==> src/rtl/spawn_dispatch_pkg.sv <==
package spawn_dispatch_pkg;
  typedef enum logic {MODE_SERIAL, MODE_PARALLEL} mode_e;
endpackage

==> src/rtl/sd_alloc.sv <==
// Fixed-priority allocation of consecutive thread numbers to eligible units.
module sd_alloc #(
  parameter int N_UNITS = 4,
  parameter int ID_W    = 8,
  localparam int CNT_W  = $clog2(N_UNITS + 1),
  localparam int XW     = ID_W + 1
) (
  input  logic [N_UNITS-1:0]         elig_i,
  input  logic [XW-1:0]              next_i,
  input  logic [XW-1:0]              high_i,
  output logic [N_UNITS-1:0]         gnt_o,
  output logic [N_UNITS-1:0][XW-1:0] id_o,
  output logic [CNT_W-1:0]           cnt_o
);
  logic [N_UNITS:0][CNT_W-1:0] rank;
  logic [N_UNITS:0][CNT_W-1:0] taken;

  assign rank[0]  = '0;
  assign taken[0] = '0;

  for (genvar u = 0; u < N_UNITS; u++) begin : g_unit
    assign id_o[u]      = next_i + XW'(rank[u]);
    assign gnt_o[u]     = elig_i[u] && (id_o[u] <= high_i);
    assign rank[u+1]    = rank[u] + CNT_W'(elig_i[u]);
    assign taken[u+1]   = taken[u] + CNT_W'(gnt_o[u]);
  end

  assign cnt_o = taken[N_UNITS];
endmodule

==> src/rtl/sd_units.sv <==
// Per-unit occupancy: set on grant, cleared on completion.
module sd_units #(
  parameter int N_UNITS = 4
) (
  input  logic               clk_i,
  input  logic               rst_ni,
  input  logic [N_UNITS-1:0] set_i,
  input  logic [N_UNITS-1:0] done_i,
  output logic [N_UNITS-1:0] busy_o
);
  logic [N_UNITS-1:0] busy_q;

  always_ff @(posedge clk_i or negedge rst_ni) begin
    if (!rst_ni) busy_q <= '0;
    else         busy_q <= (busy_q & ~done_i) | set_i;
  end

  assign busy_o = busy_q;

  p_no_regrant_r6: assert property (@(posedge clk_i) disable iff (!rst_ni)
    (set_i & busy_q & ~done_i) == '0)
    else $error("R6: held unit granted again");
endmodule

==> src/rtl/sd_ctrl.sv <==
// Serial/parallel mode, range bounds, next number and join generation.
module sd_ctrl
  import spawn_dispatch_pkg::*;
#(
  parameter int ID_W    = 8,
  parameter int CNT_W   = 3,
  localparam int XW     = ID_W + 1
) (
  input  logic            clk_i,
  input  logic            rst_ni,
  input  logic            spawn_i,
  input  logic [ID_W-1:0] low_i,
  input  logic [ID_W-1:0] high_i,
  input  logic [CNT_W-1:0] adv_i,
  input  logic            any_busy_i,
  output logic            par_o,
  output logic            join_o,
  output logic [XW-1:0]   next_o,
  output logic [XW-1:0]   high_o
);
  mode_e         mode_q;
  logic          join_q;
  logic [XW-1:0] next_q, hi_q;
  logic          exhausted;

  assign exhausted = next_q > hi_q;

  always_ff @(posedge clk_i or negedge rst_ni) begin
    if (!rst_ni) begin
      mode_q <= MODE_SERIAL;
      join_q <= 1'b0;
      next_q <= '0;
      hi_q   <= '0;
    end else begin
      join_q <= 1'b0;
      unique case (mode_q)
        MODE_SERIAL: if (spawn_i) begin
          mode_q <= MODE_PARALLEL;
          next_q <= {1'b0, low_i};
          hi_q   <= {1'b0, high_i};
        end
        MODE_PARALLEL: begin
          next_q <= next_q + XW'(adv_i);
          if (exhausted && !any_busy_i) begin
            join_q <= 1'b1;
            mode_q <= MODE_SERIAL;
          end
        end
        default: mode_q <= MODE_SERIAL;
      endcase
    end
  end

  assign par_o  = (mode_q == MODE_PARALLEL);
  assign join_o = join_q;
  assign next_o = next_q;
  assign high_o = hi_q;

  p_bounds_hold_r9: assert property (@(posedge clk_i) disable iff (!rst_ni)
    (par_o && $past(par_o)) |-> ($stable(hi_q) && next_q >= $past(next_q)))
    else $error("R9: range changed during parallel mode");

  p_join_pulse_r7: assert property (@(posedge clk_i) disable iff (!rst_ni)
    join_o |=> !join_o)
    else $error("R7: join longer than one cycle");

  p_join_serial_r7: assert property (@(posedge clk_i) disable iff (!rst_ni)
    join_o |-> (!par_o && !$past(any_busy_i)))
    else $error("R7: join while parallel or busy");
endmodule

==> src/rtl/spawn_dispatch.sv <==
module spawn_dispatch
  import spawn_dispatch_pkg::*;
#(
  parameter int N_UNITS = 4,
  parameter int ID_W    = 8
) (
  input  logic                    clk_i,
  input  logic                    rst_ni,
  input  logic                    spawn_i,
  input  logic [ID_W-1:0]         low_i,
  input  logic [ID_W-1:0]         high_i,
  input  logic [N_UNITS-1:0]      req_i,
  input  logic [N_UNITS-1:0]      done_i,
  output logic [N_UNITS-1:0]      gnt_o,
  output logic [N_UNITS*ID_W-1:0] gnt_id_o,
  output logic                    par_o,
  output logic                    join_o
);
  localparam int CNT_W = $clog2(N_UNITS + 1);
  localparam int XW    = ID_W + 1;

  logic [N_UNITS-1:0]         busy, elig, gnt_c, gnt_q;
  logic [N_UNITS-1:0][XW-1:0] id_c;
  logic [N_UNITS-1:0][ID_W-1:0] id_q;
  logic [CNT_W-1:0]           adv;
  logic [XW-1:0]              next_id, hi_id;
  logic                       par;

  // a unit finishing this cycle may take new work immediately
  assign elig = req_i & (~busy | done_i) & {N_UNITS{par}};

  sd_ctrl #(.ID_W(ID_W), .CNT_W(CNT_W)) u_ctrl (
    .clk_i, .rst_ni, .spawn_i, .low_i, .high_i,
    .adv_i(adv), .any_busy_i(|busy),
    .par_o(par), .join_o, .next_o(next_id), .high_o(hi_id)
  );

  sd_alloc #(.N_UNITS(N_UNITS), .ID_W(ID_W)) u_alloc (
    .elig_i(elig), .next_i(next_id), .high_i(hi_id),
    .gnt_o(gnt_c), .id_o(id_c), .cnt_o(adv)
  );

  sd_units #(.N_UNITS(N_UNITS)) u_units (
    .clk_i, .rst_ni, .set_i(gnt_c), .done_i, .busy_o(busy)
  );

  always_ff @(posedge clk_i or negedge rst_ni) begin
    if (!rst_ni) begin
      gnt_q <= '0;
      id_q  <= '0;
    end else begin
      gnt_q <= gnt_c;
      for (int u = 0; u < N_UNITS; u++)
        if (gnt_c[u]) id_q[u] <= id_c[u][ID_W-1:0];
    end
  end

  assign gnt_o = gnt_q;
  assign par_o = par;
  for (genvar u = 0; u < N_UNITS; u++) begin : g_out
    assign gnt_id_o[u*ID_W +: ID_W] = id_q[u];

    p_gnt_req_r3: assert property (@(posedge clk_i) disable iff (!rst_ni)
      gnt_o[u] |-> $past(req_i[u]))
      else $error("R3: grant without request");

    p_id_range_r5: assert property (@(posedge clk_i) disable iff (!rst_ni)
      gnt_o[u] |-> ({1'b0, id_q[u]} <= hi_id))
      else $error("R5: number above upper bound");
  end
endmodule

==> config.mk <==
export PLATFORM = sky130hd
export DESIGN_NAME = spawn_dispatch
export DESIGN_NICKNAME = d
export VERILOG_FILES = /design/src/rtl/spawn_dispatch_pkg.sv /design/src/rtl/sd_alloc.sv /design/src/rtl/sd_units.sv /design/src/rtl/sd_ctrl.sv /design/src/rtl/spawn_dispatch.sv
export SDC_FILE = /design/constraint.sdc
export NUM_CORES = 1
export LEC_CHECK = 0
export BUFFER_PORTS_ARGS = -buffer_cell sky130_fd_sc_hd__buf_2
export CAP_MARGIN = 30
export CELL_PAD_IN_SITES_DETAIL_PLACEMENT = 1
export CELL_PAD_IN_SITES_GLOBAL_PLACEMENT = 2
export CORE_MARGIN = 8
export CORE_UTILIZATION = 33
export DETAILED_ROUTE_END_ITERATION = 8
export PLACE_DENSITY = 0.84
export SLEW_MARGIN = 5
export SYNTH_ARGS = -nofsm -noshare
export SYNTH_HDL_FRONTEND = slang
export SYNTH_SLANG_ARGS = --single-unit
==> constraint.sdc <==
create_clock -name clk_i -period 5.3 [get_ports clk_i]
set_input_delay 0.53 -clock clk_i [delete_from_list [all_inputs] [get_ports clk_i]]
set_output_delay 0.53 -clock clk_i [all_outputs]
set_load 0.005 [all_outputs]
==> results of run 1 <==
==> power by group through the flow <==
stage / clock network [uW] / registers, uW / logic (uW)
after CTS: 531 / 891 / 2620
after detailed placement: 0 / 898 / 2520
after global placement: 0 / 889 / 2410
after floorplan: 0 / 810 / 1650
after global routing: 550 / 927 / 3060
final: 519 / 893 / 2780
==> worst paths after layout <==
path                       slack (ns)                           end  depth (start not counted)
max                              0.03  u_ctrl.next_o[6]$_DFFE_PN0P_                         25
min                              0.36  u_ctrl.high_o[6]$_DFFE_PN0P_                          2
max reg2reg                      0.03  u_ctrl.next_o[6]$_DFFE_PN0P_                         25
min reg2reg                      0.50   u_units.busy_o[2]$_DFF_PN0_                          2
max in group asynchronous        4.38        u_ctrl.par_o$_DFF_PN0_                          2
min in group clk_i               0.40  u_ctrl.high_o[4]$_DFFE_PN0P_                          3
==> through the flow <==
stage	instance area, um2	util (%)
floorplan	3875	-
global placement	4574	40.23
detailed placement	4574	40.23
CTS	4905	43.14
global route	5012	44.09
finish	5012	44.09
==> worst max-delay path: stages, from the launching register on <==
cell and delay (ns):
dfrtp_1 0.39, nand2b_4 0.07, and3_4 0.18, fa_1 0.55, ha_2 0.18, inv_2 0.04
fa_2 0.38, nor2b_4 0.14, o21ai_2 0.08, nor2_2 0.13, xor2_1 0.23, ha_1 0.29
a22o_1 0.25, nor4_2 0.15, o21ai_1 0.12, a211o_1 0.32, fa_2 0.46, inv_2 0.08
ha_4 0.13, inv_2 0.04, fa_2 0.34, nor2b_2 0.13, o21ai_2 0.09, nor2_2 0.15
xnor2_1 0.14, a21oi_1 0.08
==> sequential cells by signal (all words and copies together) (netlist names) <==
register	flops
gnt_id_o	32
gnt_o	4
u_ctrl.high_o	8
u_ctrl.join_o	1
u_ctrl.next_o	9
u_ctrl.par_o	1
u_units.busy_o	4
==> timing repair <==
action,4_1_cts,5_1_grt
setup buffers,7,5
resized for setup,5,13
setup endpoints to repair,4,7
pin swaps,13,21
gates cloned,0,0
hold buffers,0,0
==> cells by family (layout without fill, tap and decap cells) <==
| kind of cell | Yosys count | after routing | share of synthesized area [%] |
|---|---|---|---|
| multiplexers | 34 | 34 | 10.60 |
| adder cells (fa/ha/maj) | 52 | 52 | 17.94 |
| AO/OA/AOI/OAI | 58 | 58 | 10.01 |
| XOR/XNOR | 25 | 25 | 5.708 |
| AND/OR/NAND/NOR | 95 | 95 | 12.59 |
| buffers and inverters | 42 | 155 | 4.664 |
| flip-flops | 59 | 59 | 38.49 |
==> metal layers <==
metal | up-vias | GRT usage, % | wire, um | part of all wire, %
met3 | 24 | 3.898 | 641 | 5.3
met2 | 84 | 27.80 | 6085 | 51
met1 | 1598 | 18.47 | 4978 | 41
li1 | 1504 | - | - | -
met5 | - | 0 | 0 | 0
met4 | 0 | 7.299 | 318 | 2.6
==> placed cells by master (no fill, tap or decap), drive strengths merged, types with 2 or more instances in the layout <==
master	instances
a211o	3
a211oi	5
a21o	4
a21oi	14
a22o	3
and3	7
and4	2
buf	111
clkbuf	12
clkinv	3
dfrtp	59
fa	5
ha	47
inv	29
mux2	32
mux2i	2
nand2	21
nand2b	5
nand3	6
nand4	8
nor2	26
nor2b	13
nor4	4
o2111ai	2
o211ai	5
o21ai	17
xnor2	14
xor2	11
==> layout make-up <==
type	count	area share, %
Multi-Input combinational cell	264	46.13
Clock buffer	12	4.918
Sequential cell	59	29.48
Tap cell	143	3.570
Clock inverter	3	0.2996
Timing Repair Buffer	111	13.43
Inverter	29	2.172
==> results.cfg, run 1 <==
[detailed_routing]
wl_mm = 12.02
dr.pass1.iters = 4
wire_per_inst_um = 19.36
drtAntennaViolNets = 0
num_vias = 3210
drt_iter0_markers = 187
drc = 0
vias_per_cell = 5.169

[clock_tree]
cts_tree = yes
cts_max_level = 3
clock_path_buffers = 2
clk_latency_ns = 0.33
cts.sinks = 59
root_buffer = clkbuf_16
clkTransAtPathRegs_ns = 0.05
cts_buffers = 9

[grt]
grt_max_degree = 60
grt_overflow = 0
grt_antenna_before_repair = 0
grt_use_total_pct = 16.09
grt_pass1_wl_mm = 18.53
grt_pass1_vias = 3501

[floorplan]
pin_count = 65
core_area_mm2 = 0.01137
start_util_pct = 33.74
dieArea_mm2 = 0.01533
dieWidth_um = 123.8
die_y_um = 123.8
num_rows = 39

[critical_path]
cp-startpoint = u_units.busy_o[0]$_DFF_PN0_
crit_type = flop to flop
rr_startpoint = u_units.busy_o[0]$_DFF_PN0_
cp_max_fo = 4
endpoint_kind = flop
arrival_ns = 5.49
start_kind = flop
cp_data_required_time_ns = 5.51

[status]
outcome = finished clean

[synth]
yosys.area.top_type = dfrtp_1
ys.flop_type = dfrtp_1
synth_common_cells = 59 x dfrtp_1, 47 x ha_1, 29 x inv_1, 26 x nor2_1, 25 x mux2_2
ys_ff_latch = 59
syn_nets = 444
synth_seq_area_share_pct = 38.49
async_flop_share_pct = 100.0
synth_top_area_share_pct = 38.49
netlist_area_mm2 = 0.003836
synth-edff-count = 0
avgSynthCellArea_um2 = 10.51
ys_warn_count = 0
netlist_instances = 365
synth.most_common_cell = dfrtp_1
synth_cell_types = 41
yosys-top-cells-area = dfrtp_1 38%, ha_1 15%, mux2_2 7.3%, xnor2_1 3.2%, inv_1 2.8%

[power_and_ir_drop]
p_sw_share_pct = 42.91
combPwrFrac_pct = 66.3
internal-power_uw = 2391
p_per_area_mw_per_mm2 = 835.7
clockPowerShare_pct = 12.4
switching_power_uw = 1798
vdd_drop_max_uv = 251.4
seq_power_share_pct = 21.3
p_total_uw = 4189
leakagePower_uw = 0.002449

[sta]
maxSlewViolCount = 0
holdWs_ns = 0.3631
finalHoldViolations = 0
period_needed_ns = 5.271
post-route-period-util_pct = 99.45
tightest_slew_ns = 0.9470
setup_slack_ns = 0.02909
setup_viol_count_final = 0
fin_setup_tns_ns = 0
max_freq_mhz = 189.7
grt_setup_unrepaired = true
relSlewSlack_pct = 36.74
fin_skew_ns = 0.007749

[placement]
gp_congestion = 0.9492
port_buffers = 64
dpl.hpwl_mm = 9.039
pre_cts_ws_ns = -0.3927
placed_cells = 595

[cells_and_area]
n_fill_cell = 1309
multi_input_area_mm2 = 0.002312
nNetsFinal = 553
synthToLayoutAreaGrowth_pct = 30.66
drive_gt1_share_pct = 39.33
final_cells = 621
regArea_mm2 = 0.001478
num_antenna_cells = 0

[worst_hold_path]
hold_class = primary input to async pin

[flow_run]
cap_viol_max_count = 0
Note: power is estimated with default switching activity, not from simulation.
==> run 2, diff against run 1 <==
--- a/config.mk
+++ b/config.mk
@@ -11,8 +11,9 @@
 export CELL_PAD_IN_SITES_GLOBAL_PLACEMENT = 2
 export CORE_MARGIN = 8
 export CORE_UTILIZATION = 33
+export CTS_CLUSTER_SIZE = 14
 export DETAILED_ROUTE_END_ITERATION = 8
-export PLACE_DENSITY = 0.84
+export PLACE_DENSITY = 0.83
 export SLEW_MARGIN = 5
 export SYNTH_ARGS = -nofsm -noshare
 export SYNTH_HDL_FRONTEND = slang
==> run 2 against run 1 <==
Core utilization is 0.44 points higher. Via count is 1.3% lower. Non-clock buffer count stayed put. Count of clock-buffer cells in the layout stayed put. Final area is 1.0% higher. Worst setup slack better by 0.073 ns. Critical path depth stayed put. Register-to-register slack better by 0.07 ns. First-iteration DRC count is 36% lower. Critical endpoint is now u_ctrl.next_o[8]$_DFFE_PN0P_. Largest cell class unchanged.
==> results.cfg, run 2 (same netlist as run 1, synthesis figures left out) <==
[floorplan]
dieArea_mm2 = 0.01533
num_rows = 39
pin_count = 65
die_y_um = 123.8
dieWidth_um = 123.8
core_area_mm2 = 0.01137
start_util_pct = 33.74

[critical_path]
crit_family = adder cells
arrival_ns = 5.43
cp_data_required_time_ns = 5.53
cp_max_fo = 4
crit_type = flop to flop
start_kind = flop
cp_num_buf_inv = 4
endpoint_kind = flop
max_stage_delay_ns = 0.54
crit_path_top_delay_cell = fa_1
regToRegSetupSlack_ns = 0.10

[sta]
max_freq_mhz = 192.4
grt_setup_unrepaired = true
finalHoldViolations = 0
tightest_slew_ns = 0.8415
fin_skew_ns = 0.006604
relSlewSlack_pct = 43.79
maxSlewViolCount = 0
fin_setup_tns_ns = 0
post-route-period-util_pct = 98.07
holdWs_ns = 0.3582
setup_viol_count_final = 0
period_needed_ns = 5.197

[power_and_ir_drop]
seq_power_share_pct = 20.3
p_total_uw = 4321
p_sw_share_pct = 42.08
p_per_area_mw_per_mm2 = 853.5
internal-power_uw = 2503
leakagePower_uw = 0.002465
vdd_drop_max_uv = 303.1
switching_power_uw = 1818
combPwrFrac_pct = 65.7
clockPowerShare_pct = 14.0

[grt]
grt_overflow = 0
grt_use_total_pct = 16.24
grt_max_degree = 60
grt_pass1_vias = 3503
grt_antenna_before_repair = 0
grt_pass1_wl_mm = 18.80

[detailed_routing]
wl_mm = 11.97
met2_length_mm = 6.251
wl_met3_um = 465
dr.pass1.iters = 4
wire_per_inst_um = 19.25
top_layer_used = met4
num_vias = 3169
met1Wirelength_mm = 4.924
drc = 0
drt_iter0_markers = 119
drtAntennaViolNets = 0
vias_per_cell = 5.095

[cells_and_area]
final_common_cell = buf_2
synthToLayoutAreaGrowth_pct = 31.96
finalInstanceArea_mm2 = 0.005062
largest_reg_flops = 32
mostFrequentLayoutCells = 64 x buf_2, 58 x dfrtp_1, 47 x buf_4, 43 x ha_1
nNetsFinal = 553
n_fill_cell = 1307
num_antenna_cells = 0
drive_gt1_share_pct = 39.25
final_cells = 622

[placement]
placed_cell_area_mm2 = 0.004604
placed_cells = 599
dpl.hpwl_mm = 8.976
gp_congestion = 0.8812
port_buffers = 64

[status]
outcome = finished clean

[clock_tree]
root_buffer = clkbuf_16
cts.sinks = 59
cts_max_level = 3
cts_buffers = 9
clk_latency_ns = 0.34
cts_hold_buf = 0
cts_tree = yes
clock_path_buffers = 2
clkTransAtPathRegs_ns = 0.05

[worst_hold_path]
hold_class = primary input to async pin

[flow_run]
cap_viol_max_count = 0
## run 2: cell types whose count changed in the layout (fill, tap and decap cells not counted), moves of 2 or more
cell,delta
nor4_2,-2
clkbuf_8,+2
xnor2_1,+2
nor4_1,+2
xnor2_2,-3
clkbuf_1,-2
## run 2: area by class of cell
cell class / count / area, um2 / share of cell area [%]
Clock buffer: 12 / 266.5 / 5.264
Clock inverter: 4 / 47.55 / 0.9392
Inverter: 29 / 108.9 / 2.150
Multi-Input combinational cell: 264 / 2310 / 45.63
Sequential cell: 59 / 1478 / 29.19
Tap cell: 143 / 178.9 / 3.534
Timing Repair Buffer: 111 / 673.1 / 13.30
## run 2: path summary, 6_finish.rpt
| kind | from | to | depth (start not counted) |
|---|---|---|---|
| worst max register to register | u_units.busy_o[0]$_DFF_PN0_ | u_ctrl.next_o[8]$_DFFE_PN0P_ | 25 |
| worst min-delay path | rst_ni | u_ctrl.high_o[4]$_DFFE_PN0P_ | 2 |
| worst min register to register | gnt_id_o[21]$_DFFE_PN0P_ | gnt_id_o[21]$_DFFE_PN0P_ | 1 |
| max in group asynchronous | rst_ni | u_ctrl.par_o$_DFF_PN0_ | 2 |
| worst max-delay path | u_units.busy_o[0]$_DFF_PN0_ | u_ctrl.next_o[8]$_DFFE_PN0P_ | 25 |
| min in group clk_i | high_i[5] | u_ctrl.high_o[5]$_DFFE_PN0P_ | 3 |
## run 2: through the flow
step                      setup slack, ns  util [%]
after floorplan                  -0.05335         -
after global placement            -0.1582     40.50
after detailed placement          -0.3737     40.50
after CTS                         0.01562     43.59
after global routing              -0.1592     44.53
final                              0.1026     44.53
## run 2: per-layer routing
metal / track usage [%] / vias up
li1: - / 1507
met1: 18.35 / 1589
met2: 28.24 / 53
met3: 3.264 / 20
met4: 8.879 / 0
met5: 0 / -
## run 2: power by group through the flow
stage / registers, uW / logic, uW / clock network (uW)
after global placement: 873 / 2440 / 0
after floorplan: 810 / 1650 / 0
after CTS: 879 / 2660 / 620
final: 879 / 2840 / 604
after detailed placement: 885 / 2550 / 0
after global routing: 910 / 3150 / 637
## run 2: timing repair
action	in CTS	in global routing
setup endpoints to repair	4	7
pin swaps	1	22
resized for setup	3	16
buffers inserted	3	4
==> run 3, diff against run 2 <==
--- a/config.mk
+++ b/config.mk
@@ -9,7 +9,7 @@
 export CAP_MARGIN = 30
 export CELL_PAD_IN_SITES_DETAIL_PLACEMENT = 1
 export CELL_PAD_IN_SITES_GLOBAL_PLACEMENT = 2
-export CORE_MARGIN = 8
+export CORE_MARGIN = 5
 export CORE_UTILIZATION = 33
 export CTS_CLUSTER_SIZE = 14
 export DETAILED_ROUTE_END_ITERATION = 8
==> run 3 against run 2 <==
Non-clock buffer count did not move. First-iteration DRC count rose by 12%. Clock power is 8.8% lower. Count of clock-buffer cells in the layout up 1. Critical path depth unchanged. Final cell count decreased by 0.16%. Register-to-register slack worse by 0.07 ns. Routed wire length decreased by 3.0%. Critical path type unchanged. Highest routed layer unchanged.
==> results.cfg, run 3 (same netlist as run 1, synthesis figures left out) <==
[power_and_ir_drop]
leakagePower_uw = 0.002459
vdd_drop_max_uv = 315.8
p_per_area_mw_per_mm2 = 829.7

[detailed_routing]
dr.pass1.iters = 4
wire_per_inst_um = 18.69
num_vias = 3184
vias_per_cell = 5.127
drt_iter0_markers = 133
drtAntennaViolNets = 0
drc = 0
wl_mm = 11.61

[cells_and_area]
finalInstanceArea_mm2 = 0.005052
num_antenna_cells = 0
largest_reg_flops = 32
regArea_mm2 = 0.001478
drive_gt1_share_pct = 39.54
nNetsFinal = 553
n_fill_cell = 1302
fin_util_pct = 44.25
mostFrequentLayoutCells = 64 x buf_2, 58 x dfrtp_1, 47 x buf_4, 41 x ha_1
multi_input_area_mm2 = 0.002333
synthToLayoutAreaGrowth_pct = 31.70
final_common_cell = buf_2

[clock_tree]
cts_hold_buf = 0
clock_path_buffers = 2
clk_latency_ns = 0.33
cts.sinks = 59
clkTransAtPathRegs_ns = 0.05
root_buffer = clkbuf_16
cts_max_level = 3
cts_buffers = 9
cts_tree = yes

[grt]
grt_max_degree = 60
grt_pass1_wl_mm = 18.60
grt_overflow = 0
grt_antenna_before_repair = 0
grt_pass1_vias = 3489
grt_use_total_pct = 16.80

[floorplan]
core_area_mm2 = 0.01142
num_rows = 39
dieWidth_um = 117.8
die_y_um = 117.8
start_util_pct = 33.60
dieArea_mm2 = 0.01388
pin_count = 65

[sta]
maxSlewViolCount = 0
period_needed_ns = 5.265
max_freq_mhz = 189.9
relSlewSlack_pct = 39.67
fin_skew_ns = 0.008110
holdWs_ns = 0.3541
grt_setup_unrepaired = true
tightest_slew_ns = 0.9031
post-route-period-util_pct = 99.33
finalHoldViolations = 0
setup_viol_count_final = 0

[critical_path]
start_kind = flop
regToRegSetupSlack_ns = 0.04
crit_type = flop to flop
cp_data_required_time_ns = 5.53
cp_max_fo = 4
arrival_ns = 5.49
endpoint_kind = flop

[status]
outcome = finished clean

[flow_run]
cap_viol_max_count = 0

[placement]
dpl.hpwl_mm = 8.747
gp_congestion = 0.8421
placed_cell_area_mm2 = 0.004597
port_buffers = 64

[worst_hold_path]
hold_class = primary input to async pin
-- run 3: per-layer routing --
metal	vias to the layer above	track usage [%]	part of all wire, %
met5	-	0	0
met4	0	6.022	2.7
met1	1585	20.37	43
li1	1495	-	-
met3	30	4.037	4.2
met2	74	28.93	50
-- run 3: path summary, 6_finish.rpt --
check | startpoint | end | depth (start not counted)
hold / removal | rst_ni | gnt_o[2]$_DFF_PN0_ | 2
min in group clk_i | high_i[6] | u_ctrl.high_o[6]$_DFFE_PN0P_ | 3
setup reg to reg | u_units.busy_o[1]$_DFF_PN0_ | u_ctrl.next_o[8]$_DFFE_PN0P_ | 25
hold reg to reg | gnt_id_o[20]$_DFFE_PN0P_ | gnt_id_o[20]$_DFFE_PN0P_ | 1
max in group asynchronous | rst_ni | u_ctrl.par_o$_DFF_PN0_ | 2
setup / recovery | u_units.busy_o[1]$_DFF_PN0_ | u_ctrl.next_o[8]$_DFFE_PN0P_ | 25
-- run 3: power breakdown --
group	internal (uW)	switching, uW	total, uW
clock	350	202	551
combinational	1390	1380	2770
sequential	681	187	867
total	2420	1770	4190
-- run 3: layout make-up --
cell class / count / share of cell area, %
multi-input combinational: 264 / 46.19
sequential: 59 / 29.25
timing repair buffer: 111 / 13.32
clock buffer: 13 / 5.349
tap: 143 / 3.541
inverter: 29 / 2.155
clock inverter: 2 / 0.1981
-- run 3: stage by stage --
step	std cells	setup TNS (ns)	setup WS (ns)	power [uW]
after CTS	616	0	0.01691	4097
after floorplan	365	-0.07398	-0.05335	2459
final	621	0	0.03541	4192
after detailed placement	598	-1.681	-0.3368	3416
after global routing	621	-0.6076	-0.1421	4555
after global placement	598	-0.5749	-0.1545	3304
-- run 3: what timing repair did --
action                     in CTS  in global routing
setup endpoints to repair       3                  7
resized for setup               7                 14
setup buffers                   3                  6
pin swaps                       9                 26
-- run 3: critical path: stages (launching register included) --
cell      delay [ns]
dfrtp_1         0.40
nand2b_4        0.07
and3_4          0.20
fa_1            0.55
ha_2            0.19
inv_2           0.05
fa_2            0.39
nor2b_4         0.15
o21ai_2         0.08
nor2_1          0.13
xor2_1          0.22
ha_1            0.28
a22o_1          0.22
nor4_1          0.16
o21ai_1         0.10
a211o_1         0.32
fa_2            0.43
inv_2           0.08
ha_4            0.13
inv_2           0.04
fa_2            0.38
nor2b_4         0.14
o21ai_4         0.08
nor2_2          0.12
xor2_1          0.08
a21o_1          0.16
